==> src/rtl/seq_pkg.sv <==
package seq_pkg;
  localparam int NUM_PHASES = 18;
  localparam int OP_W       = 16;
  localparam int MODE_W     = 2;
  localparam int ALU_W      = 4;
  localparam int FN_W       = ALU_W + 1;

  // bit positions the datapath decodes
  localparam int XMODE_LSB = 4;
  localparam int YMODE_LSB = 6;
  localparam int ZMODE_LSB = 8;
  localparam int FLAG_BIT  = 10;
  localparam int EXT_BIT   = 11;
  localparam int ZIO_BIT   = 12;
  localparam int ZSR_BIT   = 13;
  localparam int XIO_BIT   = 14;
  localparam int XSR_BIT   = 15;

  typedef logic [NUM_PHASES-1:0] phase_vec_t;
  typedef logic [MODE_W-1:0]     mode_t;

  typedef struct packed {
    mode_t x_mode;
    mode_t y_mode;
    mode_t z_eff;
    logic  z_alias;
  } route_t;

  typedef struct packed {
    logic             ext_ctl;
    logic             x_sr;
    logic             x_io;
    logic             z_sr;
    logic             z_io;
    logic [ALU_W-1:0] alu;
  } ctl_t;

  localparam phase_vec_t PHASE_IDLE = phase_vec_t'(1);
endpackage

==> src/rtl/seq_mode_decode.sv <==
module seq_mode_decode
  import seq_pkg::*;
(
  input  logic [OP_W-1:0] opcode_i,
  output route_t          route_o,
  output ctl_t            ctl_o
);
  mode_t zraw;
  logic  unused_flag;

  assign zraw = opcode_i[ZMODE_LSB +: MODE_W];

  always_comb begin
    route_o.x_mode  = opcode_i[XMODE_LSB +: MODE_W];
    route_o.y_mode  = opcode_i[YMODE_LSB +: MODE_W];
    route_o.z_alias = (zraw == 2'b01);
    // result shares the y address: y mode decides the store path
    route_o.z_eff   = route_o.z_alias ? route_o.y_mode : zraw;
  end

  always_comb begin
    ctl_o.ext_ctl = opcode_i[EXT_BIT];
    ctl_o.x_sr    = opcode_i[XSR_BIT];
    ctl_o.x_io    = opcode_i[XIO_BIT];
    ctl_o.z_sr    = opcode_i[ZSR_BIT];
    ctl_o.z_io    = opcode_i[ZIO_BIT];
    ctl_o.alu     = opcode_i[ALU_W-1:0];
  end

  // flag-update bit is consumed by the ALU, not here
  assign unused_flag = opcode_i[FLAG_BIT];
endmodule

==> src/rtl/seq_next_phase.sv <==
module seq_next_phase
  import seq_pkg::*;
(
  input  phase_vec_t cur_i,
  input  route_t     route_i,
  input  logic       cond_i,
  output phase_vec_t nxt_o
);
  phase_vec_t p;
  phase_vec_t n;
  logic x_any, y_any, z_any, alias_z;
  logic legal;

  assign p       = cur_i;
  assign x_any   = |route_i.x_mode;
  assign y_any   = |route_i.y_mode;
  assign z_any   = |route_i.z_eff;
  assign alias_z = route_i.z_alias;
  assign legal   = $onehot(cur_i);

  always_comb begin
    n     = '0;
    n[0]  = (p[12] & ~z_any) | p[17];
    n[1]  = p[0] | (p[14] & ~cond_i);
    n[2]  = p[1];
    n[3]  = p[2] & x_any;
    n[4]  = p[3] & (route_i.x_mode == 2'b11);
    n[5]  = p[4] | (p[3] & (route_i.x_mode == 2'b10));
    n[6]  = p[5] | (p[3] & (route_i.x_mode == 2'b01));
    n[7]  = p[6] & y_any;
    n[8]  = (p[2] & ~x_any & y_any & ~alias_z) | (p[7] & ~alias_z);
    n[9]  = p[8] | (p[2] & ~x_any & y_any & alias_z) | (p[7] & alias_z);
    n[10] = p[9] & (route_i.y_mode == 2'b11);
    n[11] = p[10] | (p[9] & (route_i.y_mode == 2'b10));
    n[12] = (p[2] & ~x_any & ~y_any) | (p[6] & ~y_any)
          | (p[9] & ~route_i.y_mode[1]) | p[11];
    n[13] = p[12] & z_any;
    n[14] = p[13];
    n[15] = p[14] & cond_i & route_i.z_eff[1];
    n[16] = p[15] & route_i.z_eff[0];
    n[17] = (p[14] & cond_i & ~route_i.z_eff[1])
          | (p[15] & ~route_i.z_eff[0]) | p[16];
  end

  // anything not one-hot, or a dead-end decode, restarts at phase 0
  always_comb begin
    if (legal && $onehot(n)) nxt_o = n;
    else                     nxt_o = PHASE_IDLE;
  end
endmodule

==> src/rtl/seq_strobes.sv <==
module seq_strobes
  import seq_pkg::*;
(
  input  phase_vec_t       cur_i,
  input  ctl_t             ctl_i,
  input  mode_t            x_mode_i,
  input  mode_t            y_mode_i,
  input  logic             cond_i,
  output logic             load_op_o,
  output logic             load_x_o,
  output logic             load_y_o,
  output logic             read_o,
  output logic             io_space_o,
  output logic             y_gate_o,
  output logic [1:0]       x_sel_o,
  output logic             addr_gate_o,
  output logic [FN_W-1:0]  alu_fn_o
);
  phase_vec_t p;
  logic x_ind;

  assign p     = cur_i;
  // x fetched through memory (not immediate, not absent)
  assign x_ind = x_mode_i[1];

  always_comb begin
    load_op_o = p[1];
    load_x_o  = p[6] | p[12];
    load_y_o  = ~(p[1] | p[3] | p[8] | (p[14] & cond_i));
    read_o    = ~(p[2] | p[3] | p[8] | p[12] | p[14] | p[17]);
  end

  always_comb begin
    io_space_o = (p[6] & ctl_i.ext_ctl & ctl_i.x_io & x_ind)
               | (p[17] & ctl_i.ext_ctl & ctl_i.z_io);
  end

  always_comb begin
    y_gate_o    = ~((p[12] & ~(|y_mode_i)) | p[17]);
    x_sel_o[1]  = ~(p[12] & ctl_i.ext_ctl & ctl_i.x_sr);
    x_sel_o[0]  = (p[12] & (|x_mode_i)) | p[17];
    addr_gate_o = ~(p[0] | p[2] | p[3] | p[7] | p[8]
                  | p[12] | p[13] | p[14]);
    alu_fn_o    = {ctl_i.z_sr & ctl_i.ext_ctl,
                   p[12] ? ctl_i.alu : {ALU_W{1'b0}}};
  end
endmodule

==> src/rtl/phase_sequencer.sv <==
module phase_sequencer
  import seq_pkg::*;
(
  input  logic                clk_i,
  input  logic                rst_ni,
  input  logic                step_i,
  input  logic [OP_W-1:0]     opcode_i,
  input  logic                cond_true_i,
  output logic [NUM_PHASES-1:0] phase_o,
  output logic                load_op_o,
  output logic                load_x_o,
  output logic                load_y_o,
  output logic                read_o,
  output logic                io_space_o,
  output logic                y_gate_o,
  output logic [1:0]          x_sel_o,
  output logic                addr_gate_o,
  output logic [FN_W-1:0]     alu_fn_o
);
  phase_vec_t state_q, state_d;
  route_t     route;
  ctl_t       ctl;

  seq_mode_decode u_dec (
    .opcode_i (opcode_i),
    .route_o  (route),
    .ctl_o    (ctl)
  );

  seq_next_phase u_next (
    .cur_i   (state_q),
    .route_i (route),
    .cond_i  (cond_true_i),
    .nxt_o   (state_d)
  );

  always_ff @(posedge clk_i or negedge rst_ni) begin
    if (!rst_ni)     state_q <= PHASE_IDLE;
    else if (step_i) state_q <= state_d;
  end

  seq_strobes u_str (
    .cur_i       (state_q),
    .ctl_i       (ctl),
    .x_mode_i    (route.x_mode),
    .y_mode_i    (route.y_mode),
    .cond_i      (cond_true_i),
    .load_op_o   (load_op_o),
    .load_x_o    (load_x_o),
    .load_y_o    (load_y_o),
    .read_o      (read_o),
    .io_space_o  (io_space_o),
    .y_gate_o    (y_gate_o),
    .x_sel_o     (x_sel_o),
    .addr_gate_o (addr_gate_o),
    .alu_fn_o    (alu_fn_o)
  );

  assign phase_o = state_q;

  assert_onehot_R12: assert property (@(posedge clk_i) disable iff (!rst_ni)
    $onehot(state_q));

  assert_hold_R2: assert property (@(posedge clk_i) disable iff (!rst_ni)
    !step_i |=> $stable(state_q));

  assert_wrap_R6: assert property (@(posedge clk_i) disable iff (!rst_ni)
    (step_i && state_q[17]) |=> state_q[0]);

  assert_skip_R7: assert property (@(posedge clk_i) disable iff (!rst_ni)
    (step_i && state_q[14] && !cond_true_i) |=> state_q[1]);

  assert_io_phase_R10: assert property (@(posedge clk_i) disable iff (!rst_ni)
    io_space_o |-> (read_o ? state_q[6] : state_q[17]));

  assert_fetch_read_R9: assert property (@(posedge clk_i) disable iff (!rst_ni)
    load_op_o |-> read_o);
endmodule

==> config.mk <==
export PLATFORM = sky130hd
export DESIGN_NAME = phase_sequencer
export DESIGN_NICKNAME = d
export VERILOG_FILES = /design/src/rtl/seq_pkg.sv /design/src/rtl/seq_mode_decode.sv /design/src/rtl/seq_next_phase.sv /design/src/rtl/seq_strobes.sv /design/src/rtl/phase_sequencer.sv
export SDC_FILE = /design/constraint.sdc
export NUM_CORES = 1
export LEC_CHECK = 0
export ABC_AREA = 0
export CAP_MARGIN = 30
export CORE_MARGIN = 5
export CORE_UTILIZATION = 51
export CTS_CLUSTER_SIZE = 10
export DETAILED_ROUTE_END_ITERATION = 6
export GPL_TIMING_DRIVEN = 0
export PLACE_DENSITY = 0.79
export SETUP_SLACK_MARGIN = 0.5
export SYNTH_ARGS = -nofsm -noshare
export SYNTH_HDL_FRONTEND = slang
export SYNTH_SLANG_ARGS = --single-unit
==> constraint.sdc <==
create_clock -name clk_i -period 7.4 [get_ports clk_i]
set_clock_uncertainty 0.2 [all_clocks]
set_input_delay 1.48 -clock clk_i [delete_from_list [all_inputs] [get_ports clk_i]]
set_output_delay 1.48 -clock clk_i [all_outputs]
set_load 0.01 [all_outputs]
==> summary.md <==
| Metric | Value |
|---|---|
| Clk slew on worst S/H paths | 0.07 ns |
| Hold Vio Cnt, Final | 0 |
| LEAKAGE | 1.432 nW |
| Worst Setup End Kind | flop |
| CP Data Arrival Time | between 6 and 7 ns |
| Simple-Gate Fraction of Synth Area | 10.46% |
| Syn avg cell area | 9.769 um2 |
| CTS max path bufs | 2 |
| Max Cap Viol | 0 |
| Mux contribution to synthesized area | 0% |
| Net count, final | 362 |
| Share of layout cells above drive strength 1 | a little under 20% |
| H-tree depth | 1 |
| Vias in the first global route | about 2000 |
| Top_reg_cell synth | dfrtp_1 |
| Total Wirelength | about 6000 um |
| Power density over cell area | approximately 240 nW/um2 |
| Largest net degree at the start of global routing | 19 |
| Register bit total from synthesis | 18 |
| Initial antenna violation count | 0 |
| # diodes | 0 |
| Worst EP required | about 7.4 ns |
| Compound-Gate Fraction of Synth Area | 15.95% |
| Dominant cell type by area after synthesis | fa_1 |
| YS warnings | 0 |
| First-pass GRT wire length | between 9000 and 10000 um |
| I/O Buffers | slightly below 50 |
| CTS buffer count | 3 |
| Avg Vias per Cell | about 5.6 |
| Synth async-reset ratio | 100.0% |
| Total vias in the final route | approximately 1900 |
| Clock Latency Late Sink | between 0.2 and 0.3 ns |
| Syn Nets | approximately 300 |
| Worst setup SP type | input pin |
| Min-delay worst type | reg -> reg |
| Die height | ~76 um |
| RSZ-0062 raised after global routing | yes |
| Post-synth EDFFs | 0 |
| Critical-path maximum fanout | 4 |
| Critical path class | in -> reg |
| Final ANT Viol Nets | 0 |
| Post-Syn Area | roughly 2200 um2 |
| Initial DRC count | ~130 |
| CTS tree | built |
| Max-slew violation count | 0 |
| Core box area | 4086 um2 |
| F_max | ~140 MHz |
| Worst-margin pin slew | roughly 0.83 ns |
| Xor/xnor cell area share of the yosys netlist | 0% |
| Post-synth top area share | 23.79% |
| Commonest cells in the netlist | inv_1 (71), ha_1 (27), fa_1 (26), dfrtp_1 (17), nor2_1 (12) |
| Clock root buffer | clkbuf_8 |
| Placed Area | around 2800 um2 |
| GPL Wtd Cong | roughly 0.9 |
| Endpoints failing setup | 0 |
| Placed cells | ~320 |
| Overflow after GRT | 0 |
| # DRC | 0 |
| Sequential share of the synthesized area | 20.64% |
| Largest register FFs | 18 |
| Final period util | a little over nine tenths |
| 1st-pass router iterations | 4 |
| WL per Instance | ~18 um |
| GRT Overall Usage | 22.70% |
| Synthesized instance count | 224 |
| Setup TNS | 0 ns |
| Starting Density | a little over half |
| Fin cells | 338 |
| Final Instance Area | between 3000 and 4000 um2 |
| Most numerous cell in the Yosys netlist | inv_1 |
| Synth Area in Adders | about two fifths |
| Row count | 23 |
| Die area | between 5000 and 6000 um2 |
| DP HPWL | 4527 um |
| Synthesis-to-layout area growth | 38.88% |
| Slew Limit Headroom | between 40% and 50% |
| Top-level port count | 52 |
| Min Tclk post-route | ~7.0 ns |
| Max VDD drop | roughly 0.18 mV |
| Number of distinct library cells after synthesis | 35 |
| Largest family of logic cells by synthesized area | adder cells |
| Die width | roughly 76 um |
| Outcome | completed |
| Filler cells | 300 |
| TritonCTS Sinks | 18 |
| Top post-synthesis cells by area | fa_1 (24%), dfrtp_1 (19%), ha_1 (15%) |
==> logic make-up after synthesis <==
group,after synthesis
buffers and inverters,75
and+or+nand+nor,40
AOI/OAI and AO/OA,38
DFF,18
adders and majority gates,53
==> layout by cell type, fill, tap and decap left out, types with 2 or more instances in the layout <==
master / synthesis / layout
inv_2: 0 / 4
clkdlybuf4s50_1: 0 / 43
nor2b_1: 3 / 2
nand3_1: 5 / 5
o2111ai_4: 1 / 2
clkbuf_8: 0 / 4
fa_1: 26 / 25
o32ai_2: 1 / 6
o21a_1: 4 / 4
o22ai_2: 10 / 10
ha_1: 27 / 26
nor2_1: 12 / 11
buf_4: 1 / 10
and2_1: 6 / 6
nand2b_1: 2 / 2
inv_1: 71 / 67
dfrtp_1: 17 / 17
o21ai_0: 3 / 3
buf_6: 2 / 2
nand2_1: 5 / 5
buf_8: 0 / 2
a21oi_1: 6 / 4
==> path summary, 6_finish.rpt <==
check                                             from                      end  slack, ns  cells past startpoint
worst max-delay path                       opcode_i[7]  phase_o[14]$_DFFE_PN0P_       0.41                     22
worst min-delay path            phase_o[5]$_DFFE_PN0P_   phase_o[5]$_DFFE_PN0P_       0.41                      2
worst max register to register  phase_o[9]$_DFFE_PN0P_  phase_o[14]$_DFFE_PN0P_       1.47                     21
worst min register to register  phase_o[5]$_DFFE_PN0P_   phase_o[5]$_DFFE_PN0P_       0.41                      2
max in group asynchronous                       rst_ni   phase_o[7]$_DFFE_PN0P_       4.98                      1
min in group asynchronous                       rst_ni  phase_o[11]$_DFFE_PN0P_       1.50                      1
==> final cells by class <==
cell class,instances,area (um2),area share [%]
inverter,71,266.5,8.769
multi-input combinational,132,1579,51.96
buffer,4,37.54,1.235
sequential,18,451.7,14.86
timing repair buffer,59,586.8,19.31
tap,50,62.56,2.058
clock buffer,4,55.05,1.811
==> per-layer routing <==
layer	wire [um]	global-route usage [%]	vias to the layer above
li1	-	-	853
met1	2245	28.28	898
met2	2965	37.10	113
met3	587	4.749	33
met4	284	11.84	0
met5	0	0	-
==> worst max-delay path, cell delays in order <==
cell       delay (ns)
buf_8            0.10
or2_4            0.26
a31oi_4          0.22
o21a_1           0.18
inv_2            0.06
ha_4             0.26
inv_2            0.03
fa_1             0.49
inv_1            0.05
fa_1             0.49
fa_1             0.46
fa_1             0.55
inv_2            0.04
fa_2             0.36
inv_2            0.06
fa_1             0.40
or4_4            0.53
a221oi_4         0.25
buf_4            0.18
o2111ai_4        0.14
buf_4            0.20
o22ai_1          0.14
==> what timing repair did <==
| action | 4_1_cts | 5_1_grt |
|---|---|---|
| hold buffers | 0 | 0 |
| setup buffers | 5 | 4 |
| pin swaps | 10 | 14 |
| gates resized for setup | 31 | 15 |
| cloned | 2 | 0 |
| setup endpoints to repair | 18 | 18 |
==> where the power goes <==
part	internal, mW	total, mW	leakage (nW)	switching, mW
Clock	0.0473	0.0822	0.0288	0.0348
Sequential	0.109	0.125	0.247	0.0168
Combinational	0.272	0.525	1.16	0.253
==> per-stage QoR <==
step                      util [%]  power (mW)  setup slack (ns)  hold slack [ns]
after detailed placement     67.61      0.5088           -0.3741           0.3839
after global placement       67.61      0.4936           -0.2530           0.3821
after floorplan                  -      0.3933            0.5144           0.3901
after CTS                    72.66      0.7068            0.5135           0.4037
after global routing         74.37      0.7874            0.2394           0.4336
final                        74.37      0.7329            0.4149           0.4061
No activity file was read; power rests on OpenSTA's default activity.
